`src/rtl/rsc_pkg.sv`:
```
// Shared definitions for the readout stream checker.
// Flag positions are fixed because software decodes err_flags by bit.
package rsc_pkg;
    localparam int DATA_W  = 8;
    localparam int NUM_ERR = 9;

    localparam int E_CLK   = 0;
    localparam int E_TAG   = 1;
    localparam int E_LOCK  = 2;
    localparam int E_ADDR  = 3;
    localparam int E_LEN   = 4;
    localparam int E_BUF   = 5;
    localparam int E_ORDER = 6;
    localparam int E_COUNT = 7;
    localparam int E_MONO  = 8;

    // Where the next accepted byte falls within a readout.
    typedef enum logic [1:0] {
        POS_CLK = 2'd0,
        POS_HDR = 2'd1,
        POS_PAY = 2'd2
    } pos_e;

    typedef logic [NUM_ERR-1:0] err_vec_t;
endpackage

```
`src/rtl/rsc_gray2bin.sv`:
```
// Gray-to-binary converter of parameterized width.
// It is purely combinational. Output bit i is the XOR of all input bits
// from the top down to bit i.
module rsc_gray2bin #(
    parameter int W = 6
) (
    input  logic [W-1:0] gray_i,
    output logic [W-1:0] bin_o
);
    for (genvar i = 0; i < W; i++) begin : g_bit
        // Each output bit is the prefix parity of the Gray bits above it.
        assign bin_o[i] = ^gray_i[W-1:i];
    end
endmodule

```
`src/rtl/rsc_framer.sv`:
```
// Tracks the position of each accepted byte within a readout.
// The positions are: clock byte, header byte 0..3, payload byte 0..BLK_BYTES-1.
// When a header finishes, the framer sets the number of payload blocks,
// taken from the hit map or from full-readout mode. It flags a last byte
// that arrives anywhere other than the end of a record, and a record count
// at the last byte that differs from the configured one.
// Assumes the hit map fits in one byte (CH_PER_CHIP <= 8) and the header
// is 4 bytes long.
module rsc_framer
    import rsc_pkg::*;
#(
    parameter int BLK_BYTES   = 32,
    parameter int CH_PER_CHIP = 8,
    parameter int CNT_W       = 4,
    localparam int BIDX_W     = $clog2(BLK_BYTES),
    localparam int BLK_W      = $clog2(CH_PER_CHIP + 1)
) (
    input  logic              clk,
    input  logic              rst_n,
    input  logic              beat_i,
    input  logic [DATA_W-1:0] data_i,
    input  logic              last_i,
    input  logic              cfg_full_i,
    input  logic [CNT_W-1:0]  cfg_chips_i,
    output pos_e              pos_o,
    output logic [1:0]        hdr_idx_o,
    output logic [BIDX_W-1:0] byte_idx_o,
    output logic              first_rec_o,
    output logic [CNT_W-1:0]  rec_count_o,
    output logic              len_err_o,
    output logic              cnt_err_o
);
    localparam logic [1:0]        HDR_LAST  = 2'd3;
    localparam logic [BIDX_W-1:0] BIDX_LAST = BIDX_W'(BLK_BYTES - 1);

    pos_e              pos_q, pos_d;
    logic [1:0]        hidx_q, hidx_d;
    logic [BIDX_W-1:0] bidx_q, bidx_d;
    logic [BLK_W-1:0]  left_q, left_d;
    logic [CNT_W-1:0]  rec_q, rec_d;
    logic [CH_PER_CHIP-1:0] hit_q;
    logic [BLK_W-1:0]  hit_ones;
    logic [BLK_W-1:0]  nblk;
    logic              evt_end;
    logic              end_ok;

    // Population count of the stored hit map.
    always_comb begin
        hit_ones = '0;
        for (int i = 0; i < CH_PER_CHIP; i++) begin
            hit_ones = hit_ones + BLK_W'(hit_q[i]);
        end
    end

    // Number of blocks that follow the header now being completed.
    assign nblk = cfg_full_i ? BLK_W'(CH_PER_CHIP) : hit_ones;

    // Whether the current byte is a legal place for a readout to end.
    assign end_ok = (pos_q == POS_HDR && hidx_q == HDR_LAST && nblk == '0) ||
                    (pos_q == POS_PAY && bidx_q == BIDX_LAST && left_q == BLK_W'(1)) ||
                    (pos_q == POS_CLK);

    // Next position, record count and end-of-readout outcome.
    always_comb begin
        pos_d   = pos_q;
        hidx_d  = hidx_q;
        bidx_d  = bidx_q;
        left_d  = left_q;
        rec_d   = rec_q;
        evt_end = 1'b0;
        if (beat_i) begin
            unique case (pos_q)
                POS_CLK: begin
                    rec_d  = '0;
                    hidx_d = '0;
                    pos_d  = POS_HDR;
                end
                POS_HDR: begin
                    if (hidx_q == 2'd0 && rec_q != '1) begin
                        rec_d = rec_q + 1'b1;
                    end
                    if (hidx_q == HDR_LAST) begin
                        hidx_d = '0;
                        if (nblk != '0) begin
                            pos_d  = POS_PAY;
                            left_d = nblk;
                            bidx_d = '0;
                        end
                    end else begin
                        hidx_d = hidx_q + 2'd1;
                    end
                end
                POS_PAY: begin
                    if (bidx_q == BIDX_LAST) begin
                        bidx_d = '0;
                        left_d = left_q - 1'b1;
                        if (left_q == BLK_W'(1)) begin
                            pos_d = POS_HDR;
                        end
                    end else begin
                        bidx_d = bidx_q + 1'b1;
                    end
                end
                default: pos_d = POS_CLK;
            endcase
            if (last_i) begin
                evt_end = 1'b1;
                pos_d   = POS_CLK;
            end
        end
    end

    // Position state registers.
    always_ff @(posedge clk) begin
        if (!rst_n) begin
            pos_q  <= POS_CLK;
            hidx_q <= '0;
            bidx_q <= '0;
            left_q <= '0;
            rec_q  <= '0;
        end else begin
            pos_q  <= pos_d;
            hidx_q <= hidx_d;
            bidx_q <= bidx_d;
            left_q <= left_d;
            rec_q  <= rec_d;
        end
    end

    // Capture the hit map from header byte 1.
    always_ff @(posedge clk) begin
        if (!rst_n) begin
            hit_q <= '0;
        end else if (beat_i && pos_q == POS_HDR && hidx_q == 2'd1) begin
            hit_q <= data_i[CH_PER_CHIP-1:0];
        end
    end

    assign pos_o       = pos_q;
    assign hdr_idx_o   = hidx_q;
    assign byte_idx_o  = bidx_q;
    assign rec_count_o = rec_q;
    assign first_rec_o = (hidx_q == 2'd0) ? (rec_q == '0) : (rec_q == CNT_W'(1));
    assign len_err_o   = evt_end && !end_ok;
    assign cnt_err_o   = evt_end && (rec_d != cfg_chips_i);
endmodule

```
`src/rtl/rsc_rules.sv`:
```
// Checks each header and payload byte against the field rules: clock echo,
// trigger tag, lock sum, chip address range, ascending chip order,
// buffer rotation and strictly increasing test-mode blocks.
// It outputs one pulse per rule in the cycle the offending byte is accepted.
// Assumes the framer supplies the byte position and the first-record marker.
module rsc_rules
    import rsc_pkg::*;
#(
    parameter int BIDX_W   = 5,
    parameter int MAX_CHIP = 5,
    parameter int TAG_W    = 5
) (
    input  logic              clk,
    input  logic              rst_n,
    input  logic              clr_i,
    input  logic              beat_i,
    input  logic [DATA_W-1:0] data_i,
    input  pos_e              pos_i,
    input  logic [1:0]        hdr_idx_i,
    input  logic [BIDX_W-1:0] byte_idx_i,
    input  logic              first_rec_i,
    input  logic [TAG_W-1:0]  cfg_tag_i,
    input  logic              cfg_test_i,
    output err_vec_t          hit_o
);
    logic [DATA_W-1:0] clk_q;
    logic [2:0]        chip_q;
    logic [1:0]        buf_q;
    logic              buf_have_q;
    logic [DATA_W-1:0] prev_q;

    wire hdr_beat = beat_i && pos_i == POS_HDR;
    wire pay_beat = beat_i && pos_i == POS_PAY;

    // Rule evaluation for the byte accepted this cycle.
    always_comb begin
        hit_o = '0;
        if (hdr_beat) begin
            unique case (hdr_idx_i)
                2'd0: begin
                    hit_o[E_LOCK]  = data_i[6:5] != 2'd0;
                    hit_o[E_ADDR]  = data_i[2:0] > 3'(MAX_CHIP);
                    hit_o[E_ORDER] = !first_rec_i && data_i[2:0] <= chip_q;
                end
                2'd2: hit_o[E_CLK] = data_i != clk_q + 8'd1;
                2'd3: begin
                    hit_o[E_TAG] = data_i[TAG_W-1:0] != cfg_tag_i;
                    hit_o[E_BUF] = first_rec_i ? (buf_have_q && data_i[6:5] != buf_q + 2'd1)
                                               : (data_i[6:5] != buf_q);
                end
                default: ;
            endcase
        end
        if (pay_beat) begin
            hit_o[E_MONO] = cfg_test_i && byte_idx_i != '0 && data_i <= prev_q;
        end
    end

    // Remember the controller clock byte and the last chip address.
    always_ff @(posedge clk) begin
        if (!rst_n) begin
            clk_q  <= '0;
            chip_q <= '0;
        end else begin
            if (beat_i && pos_i == POS_CLK) clk_q <= data_i;
            if (hdr_beat && hdr_idx_i == 2'd0) chip_q <= data_i[2:0];
        end
    end

    // Buffer-number history; the first record of a readout sets it.
    always_ff @(posedge clk) begin
        if (!rst_n) begin
            buf_q      <= '0;
            buf_have_q <= 1'b0;
        end else if (clr_i) begin
            buf_have_q <= 1'b0;
        end else if (hdr_beat && hdr_idx_i == 2'd3 && first_rec_i) begin
            buf_q      <= data_i[6:5];
            buf_have_q <= 1'b1;
        end
    end

    // Previous payload byte for the increasing-sequence rule.
    always_ff @(posedge clk) begin
        if (!rst_n) begin
            prev_q <= '0;
        end else if (pay_beat) begin
            prev_q <= data_i;
        end
    end
endmodule

```
`src/rtl/rsc_stream_check.sv`:
```
// Top of the readout stream checker. It is a passive observer of a
// valid/ready byte stream. It holds one sticky flag per rule and drives
// the decoded TDC time for each accepted TDC payload byte.
// Assumes the byte format fixes a 5-bit tag, 3-bit chip address and 6-bit value.
module rsc_stream_check
    import rsc_pkg::*;
#(
    parameter int BLK_BYTES   = 32,
    parameter int CH_PER_CHIP = 8,
    parameter int MAX_CHIP    = 5,
    parameter int CNT_W       = 4,
    parameter int TAG_W       = 5,
    parameter int VAL_W       = 6
) (
    input  logic               clk,
    input  logic               rst_n,
    input  logic               clr_err,
    input  logic               mon_valid,
    input  logic               mon_ready,
    input  logic [7:0]         mon_data,
    input  logic               mon_last,
    input  logic [TAG_W-1:0]   cfg_tag,
    input  logic               cfg_full,
    input  logic               cfg_test,
    input  logic [CNT_W-1:0]   cfg_chips,
    output logic [NUM_ERR-1:0] err_flags,
    output logic [CNT_W-1:0]   rec_count,
    output logic               tdc_valid,
    output logic [VAL_W-1:0]   tdc_value
);
    localparam int BIDX_W = $clog2(BLK_BYTES);

    logic              beat;
    pos_e              pos;
    logic [1:0]        hdr_idx;
    logic [BIDX_W-1:0] byte_idx;
    logic              first_rec;
    logic              len_err;
    logic              cnt_err;
    err_vec_t          rule_hit;
    err_vec_t          all_hit;
    err_vec_t          err_q;
    logic [VAL_W-1:0]  val_bin;
    logic              tdc_v_q;
    logic [VAL_W-1:0]  tdc_val_q;

    assign beat = mon_valid && mon_ready;

    rsc_framer #(
        .BLK_BYTES   (BLK_BYTES),
        .CH_PER_CHIP (CH_PER_CHIP),
        .CNT_W       (CNT_W)
    ) u_framer (
        .clk         (clk),
        .rst_n       (rst_n),
        .beat_i      (beat),
        .data_i      (mon_data),
        .last_i      (mon_last),
        .cfg_full_i  (cfg_full),
        .cfg_chips_i (cfg_chips),
        .pos_o       (pos),
        .hdr_idx_o   (hdr_idx),
        .byte_idx_o  (byte_idx),
        .first_rec_o (first_rec),
        .rec_count_o (rec_count),
        .len_err_o   (len_err),
        .cnt_err_o   (cnt_err)
    );

    rsc_rules #(
        .BIDX_W   (BIDX_W),
        .MAX_CHIP (MAX_CHIP),
        .TAG_W    (TAG_W)
    ) u_rules (
        .clk         (clk),
        .rst_n       (rst_n),
        .clr_i       (clr_err),
        .beat_i      (beat),
        .data_i      (mon_data),
        .pos_i       (pos),
        .hdr_idx_i   (hdr_idx),
        .byte_idx_i  (byte_idx),
        .first_rec_i (first_rec),
        .cfg_tag_i   (cfg_tag),
        .cfg_test_i  (cfg_test),
        .hit_o       (rule_hit)
    );

    rsc_gray2bin #(.W(VAL_W)) u_gray (
        .gray_i (mon_data[VAL_W-1:0]),
        .bin_o  (val_bin)
    );

    // Merge the framer's structural errors with the field-rule pulses.
    always_comb begin
        all_hit         = rule_hit;
        all_hit[E_LEN]   = len_err;
        all_hit[E_COUNT] = cnt_err;
    end

    // Sticky flags; clear has priority over a new error.
    always_ff @(posedge clk) begin
        if (!rst_n) begin
            err_q <= '0;
        end else if (clr_err) begin
            err_q <= '0;
        end else begin
            err_q <= err_q | all_hit;
        end
    end

    // One-cycle decoded TDC output for payload bytes with the type bit set.
    always_ff @(posedge clk) begin
        if (!rst_n) begin
            tdc_v_q   <= 1'b0;
            tdc_val_q <= '0;
        end else begin
            tdc_v_q <= beat && pos == POS_PAY && mon_data[6];
            if (beat && pos == POS_PAY && mon_data[6]) tdc_val_q <= val_bin;
        end
    end

    assign err_flags = err_q;
    assign tdc_valid = tdc_v_q;
    assign tdc_value = tdc_val_q;
endmodule

```
`config.mk`:
```
export PLATFORM = sky130hd
export DESIGN_NAME = rsc_stream_check
export DESIGN_NICKNAME = d
export VERILOG_FILES = /design/src/rtl/rsc_pkg.sv /design/src/rtl/rsc_gray2bin.sv /design/src/rtl/rsc_framer.sv /design/src/rtl/rsc_rules.sv /design/src/rtl/rsc_stream_check.sv
export SDC_FILE = /design/constraint.sdc
export NUM_CORES = 1
export LEC_CHECK = 0
export BUFFER_PORTS_ARGS = -buffer_cell sky130_fd_sc_hd__buf_2
export CORE_MARGIN = 1.5
export CORE_UTILIZATION = 55
export CTS_BUF_LIST = sky130_fd_sc_hd__clkbuf_8
export CTS_CLUSTER_DIAMETER = 80
export DETAILED_ROUTE_END_ITERATION = 7
export MAX_ROUTING_LAYER = met4
export PLACE_DENSITY = 0.76
export SYNTH_ARGS = -nofsm -noshare
export SYNTH_HDL_FRONTEND = slang
export SYNTH_SLANG_ARGS = --single-unit
```
`constraint.sdc`:
```
create_clock -name clk -period 8.25 [get_ports clk]
set_clock_uncertainty 0.2 [all_clocks]
set_input_delay 0.825 -clock clk [delete_from_list [all_inputs] [get_ports clk]]
set_output_delay 0.825 -clock clk [all_outputs]
set_load 0.02 [all_outputs]
```
==> run_results.csv <==
group,metric,value,unit
clocking,cts_setup_buffers,0,
clocking,cts_buffers,9,
clocking,cts_resized,0,
critical_path,cp-end-kind,"register",
synthesis,synth-xor-area-share,5.23,%
global_routing,grt_max_degree,58,
pwr,power.density,153,mW/mm^2
critical_path,critPathTopFamily,"adder cells",
sta,slew_headroom,40.4,%
synthesis,synth-adder-area-share,12.6,%
synthesis,synthFlopType,"dfxtp_1",
sta,setup_viol,0,
critical_path,regToRegEndpoint,"u_framer.byte_idx_o[3]",
critical_path,required,8330,ps
sta,fin_crit,4050,ps
critical_path,criticalPathCategory,"register to register",
global_routing,antenna_found_initial,0,
min_path,whs_endpoint,"tdc_value[5]",
synthesis,synth_seq_area_share,31.4,%
die,dieArea,0.00783,sq mm
clocking,cts_tree,"built",
global_routing,overflow,0,
critical_path,crit_chain,"ha_1, inv_1, fa_1, fa_1, fa_1, fa_1, xor2_1, nand3_2, o31ai_2, a211o_1, or4_1, a21boi_1",
sta,tns,0,ps
drt,drc_errors,0,
sta,worstMarginPinSlew,894,ps
die,rows,30,
critical_path,r2r_slack,4200,ps
cells_and_area,nNetsFinal,597,
synthesis,ys_seq_elements,63,
placed_design,io_buffers,44,
pwr,p_int,0.504,mW
sta,fmax,0.247,GHz
min_path,hold_class,"register to register",
global_routing,grt_usage,26.5,%
min_path,hp-start,"tdc_value[5]",
global_routing,grt_first_pass_wirelength,15.8,mm
synthesis,synth_compound_area_share,20.4,%
clocking,cts-root-buf,"clkbuf_8",
outcome,status,"completed",
die,die_w,88.5,um
die,core,0.00694,sq mm
synthesis,synth_async_sr_flop_share,0,%
min_path,hold_depth,2,
clocking,cts_sinks,63,
pwr,p_sw_share,26.0,%
clocking,clk_pin_slew,80,ps
placed_design,pre_cts_ws,4220,ps
clocking,htree_levels,3,
synthesis,synth_area_leader_cell,"dfxtp_1",
synthesis,yosys_warnings,0,
cells_and_area,drive_above_1_share,13.0,%
pwr,p_seq_share,45.4,%
synthesis,synthCells,506,
drt,viasPerCell,5.56,
pwr,leakage,1.80,nW
pwr,comb_power_share,10.0,%
synthesis,synthSimpleGateAreaFrac,22.3,%
synthesis,yosys-top-cells-area,"dfxtp_1, ha_1, nand2_1",
critical_path,r2r_start,"u_framer.hit_q[0]",
clocking,cts_hold_buf,0,
drt,routed_wl,9.10,mm
pwr,p_switching,0.177,mW
sta,setup_ws,4200,ps
clocking,insertion_delay,340,ps
drt,vias,3533,
synthesis,synth_edf_count,0,
sta,hold_violations,0,
cells_and_area,area_delta_synth_final,11.2,%
cells_and_area,utilization,64.3,%
critical_path,start_kind,"register",
die,die-height,88.5,um
drt,ant_nets,0,
critical_path,crit_fanout,8,
drt,drt_iter0_drc,211,
sta,rsz0062_at_grt,"false",
synthesis,yosys.area.top_type_share,31.4,%
critical_path,worstRegToRegCells,12,
synthesis,syn-num-nets,569,
synthesis,yosysMostFrequentCell,"nand2_1",
synthesis,synth_commonest_cells,"nand2_1, dfxtp_1, inv_1",
cells_and_area,diodes,0,
cells_and_area,fillers,615,
die,ios,45,
critical_path,cp_num_buf_inv,1,
synthesis,synth_cell_type_count,62,
synthesis,syn-cell-area,0.00402,sq mm
pwr,vdd_ir_drop_max,0.0908,mV
clocking,clk_path_buf_depth,2,
global_routing,grt_pass1_vias,3432,
drt,firstDrtPassIters,4,
pwr,clockPowerShare,44.6,%
synthesis,muxShareOfSynthArea,1.62,%
critical_path,cpPeakStageDelay,500,ps
sta,finalCritPeriodShare,49.1,%
critical_path,cp_slowest_cell,"fa_1",
flow_run,max-cap-violations,0,
pwr,totalPowerFinal,0.682,mW
die,initial_utilization,57.9,%
synthesis,synth_top_family_by_area,"simple AND/OR/NAND/NOR gates",
placed_design,dp_hpwl,6.49,mm
placed_design,place_congestion,0.844,
sta,drv_slew,0,
synthesis,syn_avg_cell_area,7.94,sq um
drt,wl_per_cell,14.3,um
critical_path,cpMostUsedCell,"fa_1",
critical_path,arrival,4130,ps
through the flow:
stage	area (sq um)	std cells	hold WS (ps)
finish	4470	635	257
global route	4470	635	290
global placement	4250	619	232
floorplan	4020	506	241
detailed placement	4250	619	251
CTS	4470	635	261
registers in the layout, summed over array words and instances (netlist names):
register	count
err_flags	9
u_framer.hit_q	8
u_rules.clk_q	8
u_rules.prev_q	8
tdc_value	6
u_framer.byte_idx_o	5
u_framer.left_q	4
u_framer.rec_count_o	4
u_rules.chip_q	3
u_framer.hdr_idx_o	2
u_framer.pos_o	2
u_rules.buf_q	2
tdc_valid	1
u_rules.buf_have_q	1
cell type report:
type / count / area (sq um) / area share (%)
multi-input cells: 376 / 2500 / 55.9
flip-flops and latches: 63 / 1260 / 28.2
repair buffers: 44 / 220 / 4.93
inverters: 40 / 150 / 3.36
clock buffers: 9 / 124 / 2.77
well taps: 96 / 120 / 2.69
clock inverters: 7 / 96.3 / 2.16
routing by layer:
metal | share of wire, % | GRT usage, % | vias to the layer above
met2 | 48 | 43.4 | 75
met3 | 3.5 | 2.99 | 12
met5 | 0 | - | -
li1 | - | - | 1785
met1 | 47 | 33.7 | 1661
met4 | 1.7 | 10.2 | 0
worst reg2reg max path, cell delays in order, from the launching register on:
cell and delay (ps):
dfxtp_1 320, ha_1 270, inv_1 40, fa_1 500
fa_1 430, fa_1 430, fa_1 400, xor2_1 210
nand3_2 100, o31ai_2 90, a211o_1 390, or4_1 490
a21boi_1 120
cell usage in the layout (no fill, tap or decap), drive strengths merged, types with 5 or more instances in the layout:
cell type and instances:
and3 9, xor2 10, buf 44, a21boi 33
inv 41, nor2 30, o21ai 22, mux2i 5
xnor2 14, nor2b 11, and2 8, nand2b 5
o22ai 5, nand3 11, nand2 85, nor3 9
clkbuf 9, a31oi 9, a21oi 20, ha 34
dfxtp 63, nand4 6
power by group through the flow:
| stage | logic (mW) | registers [mW] | clock network, mW |
|---|---|---|---|
| 2_1_floorplan | 0.0468 | 0.316 | 0 |
| 3_5_place_dp | 0.0677 | 0.316 | 0 |
| 6_report | 0.0684 | 0.309 | 0.304 |
| 4_1_cts | 0.0684 | 0.309 | 0.305 |
| 3_3_place_gp | 0.0653 | 0.316 | 0 |
| 5_1_grt | 0.0764 | 0.310 | 0.318 |
how the worst max path moves through the flow:
stage,start,endpoint,slack [ps],depth (start not counted)
2_1_floorplan,u_framer.hit_q[0],u_framer.byte_idx_o[3],4410,12
3_3_place_gp,u_framer.hit_q[0],u_framer.byte_idx_o[3],4300,12
3_5_place_dp,u_framer.hit_q[0],u_framer.byte_idx_o[3],4220,12
4_1_cts,u_framer.hit_q[0],u_framer.byte_idx_o[3],4190,12
6_report,u_framer.hit_q[0],u_framer.byte_idx_o[3],4200,12
5_1_grt,u_framer.hit_q[0],u_framer.left_q[0],4010,12
cell families after synthesis:
group / count (synthesis)
AOI/OAI and AO/OA: 120
xor gates and xnor gates: 24
adders and majority gates: 38
buffers and inverters: 67
DFF: 63
muxes: 6
and+or+nand+nor: 188
Power figures use the tool's default switching activity.
